--- src/rtl/sp_pkg.sv ---
package sp_pkg;
  typedef enum logic [1:0] {
    RATE_4B  = 2'd0,
    RATE_3B  = 2'd1,
    RATE_2B  = 2'd2,
    RATE_RSV = 2'd3
  } adp_rate_e;

  // code length in bit slots for a rate setting
  function automatic logic [3:0] code_len(adp_rate_e r);
    case (r)
      RATE_3B: code_len = 4'd3;
      RATE_2B: code_len = 4'd2;
      default: code_len = 4'd4;
    endcase
  endfunction

  // first slot of the code; the position select acts only at the 2-bit rate
  function automatic logic [2:0] code_first(adp_rate_e r, logic sel);
    code_first = (r == RATE_2B && sel) ? 3'd2 : 3'd0;
  endfunction
endpackage

--- src/rtl/sp_tick.sv ---
module sp_tick #(
  parameter int BUS_HALF = 12,
  parameter int NSIG     = 4
) (
  input  logic            clk,
  input  logic            rst_n,
  input  logic            bus_mode_i,
  input  logic            bclk_i,
  input  logic [NSIG-1:0] sig_i,
  output logic            bus_bclk_o,
  output logic [NSIG-1:0] sig_o,
  output logic            rise_o,
  output logic            fall_o
);
  localparam int CW = (BUS_HALF > 1) ? $clog2(BUS_HALF) : 1;

  logic [CW-1:0] div_q;
  logic          ph_q;
  logic [NSIG:0] s1_q, s2_q;
  logic          prev_q;
  logic          src;

  // internal bit clock: half period of BUS_HALF system clocks
  always_ff @(posedge clk or negedge rst_n) begin
    if (!rst_n) begin
      div_q <= '0;
      ph_q  <= 1'b0;
    end else if (div_q == CW'(BUS_HALF - 1)) begin
      div_q <= '0;
      ph_q  <= ~ph_q;
    end else begin
      div_q <= div_q + 1'b1;
    end
  end

  assign src = bus_mode_i ? ph_q : bclk_i;

  // clock source, strobes and data share one two-stage path to stay aligned
  always_ff @(posedge clk or negedge rst_n) begin
    if (!rst_n) begin
      s1_q   <= '0;
      s2_q   <= '0;
      prev_q <= 1'b0;
    end else begin
      s1_q   <= {sig_i, src};
      s2_q   <= s1_q;
      prev_q <= s2_q[0];
    end
  end

  assign rise_o     = s2_q[0] & ~prev_q;
  assign fall_o     = ~s2_q[0] & prev_q;
  assign sig_o      = s2_q[NSIG:1];
  assign bus_bclk_o = ph_q;

  p_bus_hold_r8: assert property (@(posedge clk) disable iff (!rst_n)
    $rose(bus_bclk_o) |=> bus_bclk_o);
  p_edge_gap_r8: assert property (@(posedge clk) disable iff (!rst_n)
    rise_o |=> !fall_o);
endmodule

--- src/rtl/sp_lane.sv ---
module sp_lane #(
  parameter int W     = 8,
  parameter int SLOTS = 8
) (
  input  logic                       clk,
  input  logic                       rst_n,
  input  logic                       rise_i,
  input  logic                       fall_i,
  input  logic                       stb_i,
  input  logic                       sdi_i,
  input  logic [$clog2(SLOTS)-1:0]   first_i,
  input  logic [$clog2(SLOTS):0]     len_i,
  output logic                       sdo_o,
  output logic                       oe_o,
  output logic [W-1:0]               rx_data_o,
  output logic                       rx_valid_o,
  output logic                       err_o,
  input  logic [W-1:0]               tx_data_i,
  input  logic                       tx_valid_i,
  output logic                       tx_ready_o
);
  localparam int SW = $clog2(SLOTS);
  localparam logic [SW-1:0] LAST_SLOT = SW'(SLOTS - 1);
  localparam logic [SW:0]   FULL_CNT  = (SW+1)'(SLOTS);

  logic          active_q;
  logic [SW-1:0] slot_q, first_q;
  logic [SW:0]   len_q, rxcnt_q;
  logic [W-1:0]  txw_q, hold_q, rxsh_q, rx_data_q;
  logic          hold_full_q, sdo_q, rx_valid_q, err_q;

  logic          start, close, advance, accept, in_code, last_bit;
  logic [W-1:0]  next_word;
  logic [SW:0]   slot_x, end_x;

  // bit of word w carried by slot s for a code at f of length l, else 0
  function automatic logic pick(logic [W-1:0] w, logic [SW-1:0] f,
                                logic [SW:0] l, logic [SW:0] s);
    logic [SW:0] off, idx;
    pick = 1'b0;
    if (s >= {1'b0, f} && s < {1'b0, f} + l) begin
      off = s - {1'b0, f};
      idx = l - 1'b1 - off;
      for (int i = 0; i < W; i++)
        if (idx == (SW+1)'(i)) pick = w[i];
    end
  endfunction

  assign start     = rise_i && stb_i && (!active_q || slot_q == LAST_SLOT);
  assign close     = rise_i && active_q && !stb_i;
  assign advance   = rise_i && active_q && stb_i && !start;
  assign accept    = tx_valid_i && !hold_full_q;
  assign next_word = hold_full_q ? hold_q : '0;
  assign slot_x    = {1'b0, slot_q};
  assign end_x     = {1'b0, first_q} + len_q;
  assign in_code   = slot_x >= {1'b0, first_q} && slot_x < end_x;
  assign last_bit  = slot_x == end_x - 1'b1;

  always_ff @(posedge clk or negedge rst_n) begin
    if (!rst_n) begin
      active_q    <= 1'b0;
      slot_q      <= '0;
      first_q     <= '0;
      len_q       <= '0;
      txw_q       <= '0;
      hold_q      <= '0;
      hold_full_q <= 1'b0;
      rxsh_q      <= '0;
      rxcnt_q     <= '0;
      rx_data_q   <= '0;
      rx_valid_q  <= 1'b0;
      err_q       <= 1'b0;
      sdo_q       <= 1'b0;
    end else begin
      rx_valid_q <= 1'b0;
      err_q      <= 1'b0;
      if (start) begin
        active_q    <= 1'b1;
        slot_q      <= '0;
        first_q     <= first_i;
        len_q       <= len_i;
        txw_q       <= next_word;
        hold_full_q <= 1'b0;
        rxsh_q      <= '0;
        rxcnt_q     <= '0;
        sdo_q       <= pick(next_word, first_i, len_i, '0);
        err_q       <= active_q && (rxcnt_q != FULL_CNT);
      end else if (close) begin
        active_q <= 1'b0;
        sdo_q    <= 1'b0;
        err_q    <= (rxcnt_q != FULL_CNT);
      end else if (advance) begin
        slot_q <= slot_q + 1'b1;
        sdo_q  <= pick(txw_q, first_q, len_q, slot_x + 1'b1);
      end
      if (fall_i && active_q) begin
        if (rxcnt_q != FULL_CNT) rxcnt_q <= rxcnt_q + 1'b1;
        if (in_code) rxsh_q <= {rxsh_q[W-2:0], sdi_i};
        if (in_code && last_bit) begin
          rx_data_q  <= {rxsh_q[W-2:0], sdi_i};
          rx_valid_q <= 1'b1;
        end
      end
      if (accept) begin
        hold_q      <= tx_data_i;
        hold_full_q <= 1'b1;
      end
    end
  end

  assign sdo_o      = sdo_q;
  assign oe_o       = active_q;
  assign rx_data_o  = rx_data_q;
  assign rx_valid_o = rx_valid_q;
  assign err_o      = err_q;
  assign tx_ready_o = !hold_full_q;

  p_quiet_out_r3: assert property (@(posedge clk) disable iff (!rst_n)
    !oe_o |-> !sdo_o);
  p_oe_opens_r2: assert property (@(posedge clk) disable iff (!rst_n)
    $rose(oe_o) |-> $past(rise_i));
  p_valid_pulse_r1: assert property (@(posedge clk) disable iff (!rst_n)
    rx_valid_o |=> !rx_valid_o);
  p_valid_inside_r1: assert property (@(posedge clk) disable iff (!rst_n)
    rx_valid_o |-> oe_o);
  p_err_pulse_r6: assert property (@(posedge clk) disable iff (!rst_n)
    err_o |=> !err_o);
  p_hold_block_r7: assert property (@(posedge clk) disable iff (!rst_n)
    (tx_valid_i && tx_ready_o) |=> !tx_ready_o);
endmodule

--- src/rtl/sp_port.sv ---
module sp_port
  import sp_pkg::*;
#(
  parameter int PCM_W    = 8,
  parameter int ADP_W    = 4,
  parameter int SLOTS    = 8,
  parameter int BUS_HALF = 12
) (
  input  logic             clk,
  input  logic             rst_n,
  input  logic             bus_mode_i,
  input  logic             bclk_i,
  output logic             bus_bclk_o,
  input  logic             pcm_stb_i,
  input  logic             adp_stb_i,
  input  logic [1:0]       rate_i,
  input  logic             slot_sel_i,
  input  logic             pcm_sdi_i,
  output logic             pcm_sdo_o,
  output logic             pcm_oe_o,
  input  logic             adp_sdi_i,
  output logic             adp_sdo_o,
  output logic             adp_oe_o,
  output logic [PCM_W-1:0] pcm_rx_data_o,
  output logic             pcm_rx_valid_o,
  output logic [ADP_W-1:0] adp_rx_data_o,
  output logic             adp_rx_valid_o,
  input  logic [PCM_W-1:0] pcm_tx_data_i,
  input  logic             pcm_tx_valid_i,
  output logic             pcm_tx_ready_o,
  input  logic [ADP_W-1:0] adp_tx_data_i,
  input  logic             adp_tx_valid_i,
  output logic             adp_tx_ready_o,
  output logic             pcm_err_o,
  output logic             adp_err_o
);
  localparam int SW = $clog2(SLOTS);

  logic [3:0]  sig_sync;
  logic        rise, fall;
  adp_rate_e   rate;
  logic [SW-1:0] adp_first;
  logic [SW:0]   adp_len;

  sp_tick #(.BUS_HALF(BUS_HALF), .NSIG(4)) u_tick (
    .clk        (clk),
    .rst_n      (rst_n),
    .bus_mode_i (bus_mode_i),
    .bclk_i     (bclk_i),
    .sig_i      ({adp_sdi_i, pcm_sdi_i, adp_stb_i, pcm_stb_i}),
    .bus_bclk_o (bus_bclk_o),
    .sig_o      (sig_sync),
    .rise_o     (rise),
    .fall_o     (fall)
  );

  assign rate      = adp_rate_e'(rate_i);
  assign adp_first = SW'(code_first(rate, slot_sel_i));
  assign adp_len   = (SW+1)'(code_len(rate));

  sp_lane #(.W(PCM_W), .SLOTS(SLOTS)) u_pcm (
    .clk        (clk),
    .rst_n      (rst_n),
    .rise_i     (rise),
    .fall_i     (fall),
    .stb_i      (sig_sync[0]),
    .sdi_i      (sig_sync[2]),
    .first_i    ('0),
    .len_i      ((SW+1)'(PCM_W)),
    .sdo_o      (pcm_sdo_o),
    .oe_o       (pcm_oe_o),
    .rx_data_o  (pcm_rx_data_o),
    .rx_valid_o (pcm_rx_valid_o),
    .err_o      (pcm_err_o),
    .tx_data_i  (pcm_tx_data_i),
    .tx_valid_i (pcm_tx_valid_i),
    .tx_ready_o (pcm_tx_ready_o)
  );

  sp_lane #(.W(ADP_W), .SLOTS(SLOTS)) u_adp (
    .clk        (clk),
    .rst_n      (rst_n),
    .rise_i     (rise),
    .fall_i     (fall),
    .stb_i      (sig_sync[1]),
    .sdi_i      (sig_sync[3]),
    .first_i    (adp_first),
    .len_i      (adp_len),
    .sdo_o      (adp_sdo_o),
    .oe_o       (adp_oe_o),
    .rx_data_o  (adp_rx_data_o),
    .rx_valid_o (adp_rx_valid_o),
    .err_o      (adp_err_o),
    .tx_data_i  (adp_tx_data_i),
    .tx_valid_i (adp_tx_valid_i),
    .tx_ready_o (adp_tx_ready_o)
  );

  p_code_fits_r4: assert property (@(posedge clk) disable iff (!rst_n)
    adp_rx_valid_o |-> (adp_rx_data_o >> adp_len) == '0);
endmodule

--- config.mk ---
export PLATFORM = sky130hd
export DESIGN_NAME = sp_port
export DESIGN_NICKNAME = d
export VERILOG_FILES = /design/src/rtl/sp_pkg.sv /design/src/rtl/sp_tick.sv /design/src/rtl/sp_lane.sv /design/src/rtl/sp_port.sv
export SDC_FILE = /design/constraint.sdc
export NUM_CORES = 1
export LEC_CHECK = 0
export ABC_AREA = 1
export BUFFER_PORTS_ARGS = -buffer_cell sky130_fd_sc_hd__buf_2
export CORE_MARGIN = 2
export CORE_UTILIZATION = 45
export CTS_CLUSTER_DIAMETER = 80
export CTS_CLUSTER_SIZE = 16
export DETAILED_ROUTE_END_ITERATION = 10
export GPL_ROUTABILITY_DRIVEN = 0
export PLACE_DENSITY_LB_ADDON = 0.12
export SLEW_MARGIN = 10
export SYNTH_ARGS = -nofsm -noshare
export SYNTH_HDL_FRONTEND = slang
export SYNTH_HIERARCHICAL = 1
export SYNTH_SLANG_ARGS = --single-unit
--- constraint.sdc ---
create_clock -name clk -period 2.75 [get_ports clk]
set_clock_uncertainty 0.1 [all_clocks]
set_input_delay 0.275 -clock clk [delete_from_list [all_inputs] [get_ports clk]]
set_output_delay 0.275 -clock clk [all_outputs]
set_load 0.01 [all_outputs]
# Yosys cells after proc, flatten, opt, wreduce, memory -nomap -nowiden
# Cells that the tools add are included.
# totals
regBits,96
out_inout_bits,23
wordCells,203
# op_classes
add_sub_neg,18
magnitude_cmp,10
n_eq_ne,24
n_mux,65
bitwise,5
n_reduce_logical,51
# ops
op,n
4-bit 2-to-1 mux,11
1-bit 2-to-1 mux,42
8-bit 2-to-1 mux,4
1-bit logical AND,26
4-bit by 2-bit equality test with 1-bit output (second input constant),6
3-bit 2-to-1 mux,6
4-bit by 3-bit equality test with 1-bit output (second input constant),4
4-bit by 1-bit adder with 4-bit output (second input constant),3
4-bit by 1-bit equality test with 1-bit output (second input constant),3
4-bit zero test,3
2-bit nonzero test,6
4-bit by 1-bit subtractor with 4-bit output (second input constant),3
4-bit subtractor,3
3-bit by 1-bit adder with 4-bit output (second input constant),2
3-bit by 4-bit equality test with 1-bit output,2
1-bit zero test,8
3-bit by 4-bit < comparator with 1-bit output,2
4-bit < comparator,2
4-bit != test (second input constant),2
2-bit AND reduction,4
3-bit by 1-bit adder with 3-bit output (second input constant),2
3-bit equality test (second input constant),2
3-bit one-hot mux with 2 select lines,1
3-bit nonzero test,2
19 further kinds,24

# Logic depth before layout (Yosys ltp)
# depth
depth_word,15
depth_mapped,18

# Modules after synthesis
# Netlist, hierarchy kept.
# by_module_without_submodules
module,instances,cells_per_inst,area_each_um2,seq_area_each_um2
sp_lane at u_pcm,1,374,3163.0,1251.2
sp_lane at u_adp,1,296,2392.3,850.8
sp_tick,1,44,540.5,400.4
sp_port,1,9,51.3,0.0

# Least setup slack after synthesis
# No wires, ideal clock.
# synth_timing
path_type,flip-flop to flip-flop
from,register u_pcm.slot_q[0]
to,"register u_pcm.sdo_q, in the netlist u_pcm/sdo_o"
setup_time_ps,62
t_arrival_ps,2674
required_ps,2588
slack_ps,-87
stages_incl_launch_ff,16
path_buffers,0
synth_period_minus_slack_ps,2837
cell_sequence,dfrtp_1 ha_1 ha_1 ha_1 ha_1 fa_1 inv_1 nand2_1 nand3_1 nand3_1 nand2_1 nor2_1 nand2_1 nand3_1 nand2_1 inv_1
# synth_via
elab_chain_cells,15
elab_cells_between_ends,31
# synth_lines
element,line_no,source
start: declaration,sp_lane.sv:27,"logic [SW-1:0] slot_q, first_q;"
start signal: assignment,sp_lane.sv:93,slot_q <= slot_q + 1'b1;
3-bit by 1-bit adder with 4-bit output,sp_lane.sv:94,"sdo_q <= pick(txw_q, first_q, len_q, slot_x + 1'b1);"
4-bit subtractor,sp_lane.sv:43,idx = l - 1'b1 - off;
4-bit zero test,sp_lane.sv:45,if (idx == (SW+1)'(i)) pick = w[i];
1-bit 2-to-1 mux (8 in series),sp_lane.sv:45,
1-bit 2-to-1 mux,sp_lane.sv:41,"if (s >= {1'b0, f} && s < {1'b0, f} + l) begin"
1-bit 2-to-1 mux,sp_lane.sv:92,end else if (advance) begin
1-bit 2-to-1 mux,sp_lane.sv:88,end else if (close) begin
1-bit 2-to-1 mux,sp_lane.sv:77,if (start) begin
end signal: assignment,sp_lane.sv:86,"sdo_q <= pick(next_word, first_i, len_i, '0);"
end signal: assignment,sp_lane.sv:94,
end: declaration,sp_lane.sv:30,"logic hold_full_q, sdo_q, rx_valid_q, err_q;"
# Parallel ways exist; a longest one is shown, timed or not. The select of a mux whose other input is x is not followed.
# A chain may end at the register's enable or synchronous reset.

# Worst setup path after layout
# layout_timing
from,register u_pcm.slot_q[1]
to,"register u_pcm.sdo_q, in the netlist u_pcm/sdo_o"
# Same word-level chain as after synthesis.

==> impl_metrics.csv <==
group,metric,value,unit
run_status,status,"completed",
route,via_per_inst,4.72,
logic_synthesis,async_flop_share,100,%
worst_setup_path,worstReg2RegStart,"u_pcm/slot_q[1]$_DFFE_PN0P_",
power,powerDensity,1000,nW/um^2
logic_synthesis,synthTopCellsByCount,"nand2_1, inv_1, dfrtp_1",
grt,track_usage,17.8,%
place,hpwl,9320,um
sta,fin_crit_sh,99.4,%
logic_synthesis,synth_area_leaders,"dfrtp_1, ha_1, nand2_1",
clock_tree,clk_latency,0.35,ns
grt,antenna_found_initial,0,
logic_synthesis,yosys_warnings,6,
worst_setup_path,crit_end,"u_pcm/sdo_o$_DFFE_PN0P_",
die,die-area,14600,sq um
cells_and_area,design_area,7290,sq um
route,wirelength,11800,um
worst_setup_path,reg2reg_slack,0.02,ns
clock_tree,cts_max_level,3,
worst_setup_path,startpoint,"u_pcm/slot_q[1]$_DFFE_PN0P_",
sta,slew_headroom,64.0,%
sta,setup_tns,0,ns
die,fp-row-count,42,
logic_synthesis,yosysTopAreaCellShare,40.7,%
route,drcViolationCount,0,
logic_synthesis,synth-edff-count,0,
power,peakVddDrop,0.589,mV
power,p_comb_share,52.4,%
cells_and_area,nets,922,
sta,min_period,2.73,ns
worst_setup_path,r2r_cells,15,
worst_setup_path,path_buf_inv,2,
route,drt-initial-drc-count,224,
cells_and_area,n_antenna_cell,0,
worst_setup_path,slowest_delay,0.63,ns
clock_tree,cts.clk_slew.worst_paths,0.06,ns
worst_setup_path,crit_arrival,2.92,ns
route,ant_nets,0,
worst_setup_path,cp_slowest_cell,"fa_2",
power,p_clk_share,17.3,%
power,p_leak,3.93,nW
clock_tree,clockBufferDepth,2,
die,die_w,121,um
job,cap_violations,0,
place,post_dp_cell_area,6820,sq um
power,switching_share,41.3,%
worst_setup_path,crit_family,"adder cells",
power,p_int,0.00429,W
power,switchingPower,0.00301,W
cells_and_area,fillers,1245,
cells_and_area,drive_gt1_share,17.1,%
cells_and_area,syn2layout_area_growth,18.5,%
logic_synthesis,seq_area_frac_synth,40.7,%
logic_synthesis,synthesis.instances,723,
cells_and_area,final_core_util,54.8,%
die,start_util,46.2,%
grt,grt_overflow_total,0,
worst_setup_path,path_cells,"ha_4, ha_4, ha_4, ha_2, fa_2, inv_2, nand2_2, nand3_2, nand3_2, nand2_1, nor2_1, nand2_1, nand3_1, nand2_1, inv_1",
clock_tree,cts_num_sinks,100,
route,wl_per_cell,11.8,um
grt,grt_pass1_vias,4648,
clock_tree,root_buffer,"clkbuf_16",
worst_setup_path,endpoint_kind,"flip-flop",
die,die_h,121,um
worst_setup_path,cp-start-kind,"flip-flop",
sta,hold_violations,0,
worst_setup_path,crit_fanout,5,
logic_synthesis,ys_ff_latch,100,
worst_setup_path,cp.depth,15,
worst_setup_path,rr_endpoint,"u_pcm/sdo_o$_DFFE_PN0P_",
die,core,13300,sq um
route,drtPass1Iterations,4,
logic_synthesis,avgSynthCellArea,8.50,sq um
logic_synthesis,yosys.area.top_type,"dfrtp_1",
sta,fmax,0.366,GHz
sta,worst_pin_slew,0.540,ns
sta,slew_violations,0,
clock_tree,cts_tree,"built",
clock_tree,numCtsBuffers,9,
place,io_buffers,47,
logic_synthesis,synth_top_flop_cell,"dfrtp_1",
min_path,hp-class,"in2reg",
sta,rsz0062_at_grt,"yes",
die,ios,48,
logic_synthesis,yosysMostFrequentCell,"nand2_1",
worst_setup_path,criticalPathCategory,"reg2reg",
worst_setup_path,critPathRequiredTime,2.94,ns
sta,setup_viol,0,
logic_synthesis,synthDistinctLibCells,40,
grt,grt_pass1_wl,20900,um
power,p_seq_share,30.3,%
route,via_count,4726,
logic_synthesis,synthesis.area,6150,sq um
grt,grt_max_degree,60,
state kept, by name, summed over array words and instances, names as in the netlist, 3 cells and up:
signal and flops:
u_adp/hold_q 4, u_adp/txw_q 4, u_pcm/hold_q 8, u_pcm/len_q 4, u_pcm/rxsh_q 7, u_pcm/first_q 3, u_adp/rxcnt_q 4, u_pcm/rx_data_o 8
u_tick/s2_q 5, u_adp/rxsh_q 3, u_pcm/slot_q 3, u_adp/rx_data_o 4, u_pcm/rxcnt_q 4, u_adp/first_q 3, u_adp/slot_q 3, u_tick/s1_q 5
u_tick/div_q 4, u_adp/len_q 4, u_pcm/txw_q 8
cells in the final DEF, fill, tap and decap left out, drive strengths merged:
| master | Yosys | routed |
|---|---|---|
| nand2 | 187 | 187 |
| inv | 113 | 113 |
| dfrtp | 100 | 100 |
| nand3 | 90 | 90 |
| buf | 10 | 70 |
| ha | 63 | 63 |
| o21ai | 47 | 47 |
| nor2 | 37 | 37 |
| conb | 2 | 28 |
| a21oi | 17 | 17 |
| mux2 | 12 | 12 |
| fa | 12 | 12 |
| clkbuf | 3 | 11 |
| xnor2 | 10 | 10 |
| dlygate4sd3 | 0 | 5 |
| clkinv | 2 | 5 |
| o211ai | 3 | 3 |
| xor2 | 3 | 3 |
| o22ai | 2 | 2 |
| o21bai | 2 | 2 |
| nand4 | 2 | 2 |
| or2 | 2 | 2 |
| bufinv | 0 | 1 |
| nor3b | 1 | 1 |
| nor3 | 1 | 1 |
| o32ai | 1 | 1 |
| nand3b | 1 | 1 |
through the flow:
step / power, W / cells / hold WS [ns] / setup slack [ns]
5_1_grt: 0.00810 / 1002 / 0.0327 / -0.0831
3_3_place_gp: 0.00572 / 979 / 0.194 / 0.0202
6_report: 0.00730 / 1002 / 0.0392 / 0.0168
3_5_place_dp: 0.00587 / 979 / 0.199 / -0.0486
2_1_floorplan: 0.00495 / 749 / -0.121 / 0.0375
4_1_cts: 0.00720 / 999 / 0.0277 / 0.00344
cell families (layout without fill, tap and decap cells):
kind of cell | Yosys count | count (layout) | share of synthesized area, %
fa+ha+maj | 75 | 75 | 16.7
compound gates | 72 | 72 | 6.41
flops | 100 | 100 | 40.7
other cells | 2 | 28 | 0.122
mux | 12 | 12 | 2.20
buf+inv | 128 | 205 | 8.26
xor+xnor | 13 | 13 | 2.40
simple gates | 321 | 321 | 23.2
worst register-to-register path, cell delays in order (launching register included):
cell	delay, ns
dfrtp_2	0.42
ha_4	0.25
ha_4	0.28
ha_4	0.19
ha_2	0.18
fa_2	0.63
inv_2	0.07
nand2_2	0.08
nand3_2	0.06
nand3_2	0.07
nand2_1	0.05
nor2_1	0.10
nand2_1	0.06
nand3_1	0.06
nand2_1	0.05
inv_1	0.04
per-layer routing:
metal / vias up / global-route usage (%) / share of wire (%)
met4: 0 / 5.31 / 0.83
met1: 2177 / 23.7 / 50
met3: 6 / 4.14 / 3.2
met5: - / 0 / 0
li1: 2478 / - / -
met2: 65 / 29.2 / 46
worst min-delay path by stage:
stage               start                              to  slack (ns)  cells after the start
6_report       bus_mode_i        u_tick/s1_q[0]$_DFF_PN0_        0.04                      2
2_1_floorplan       rst_n           u_adp/err_o$_DFF_PN0_       -0.12                      0
3_3_place_gp        rst_n  u_adp/rx_data_o[3]$_DFFE_PN0P_        0.19                      1
3_5_place_dp        rst_n  u_adp/rx_data_o[2]$_DFFE_PN0P_        0.20                      1
5_1_grt        bus_mode_i        u_tick/s1_q[0]$_DFF_PN0_        0.03                      2
4_1_cts        bus_mode_i        u_tick/s1_q[0]$_DFF_PN0_        0.03                      2
power by group through the flow:
| stage | Sequential [W] | Clock [W] | Combinational (W) |
|---|---|---|---|
| after floorplan | 0.00217 | 0 | 0.00279 |
| final | 0.00221 | 0.00127 | 0.00382 |
| after global routing | 0.00228 | 0.00138 | 0.00444 |
| after CTS | 0.00221 | 0.00131 | 0.00369 |
| after detailed placement | 0.00223 | 0 | 0.00364 |
| after global placement | 0.00221 | 0 | 0.00351 |
layout make-up:
class | instances | area [sq um] | area share, %
Clock inverter | 4 | 48.8 | 0.670
Sequential cell | 100 | 2500 | 34.4
Tap cell | 176 | 220 | 3.02
Multi-Input combinational cell | 521 | 3350 | 46.0
Inverter | 115 | 432 | 5.92
Clock buffer | 11 | 253 | 3.47
Timing Repair Buffer | 75 | 473 | 6.49
timing repair:
action	in CTS	in global routing
pin swaps	1	9
setup buffers	0	3
hold buffers	5	0
setup endpoints to repair	1	11
gates resized for setup	3	15
endpoints found under the hold margin	45	0
gates cloned	0	0
No activity file was read; power rests on OpenSTA's default activity.
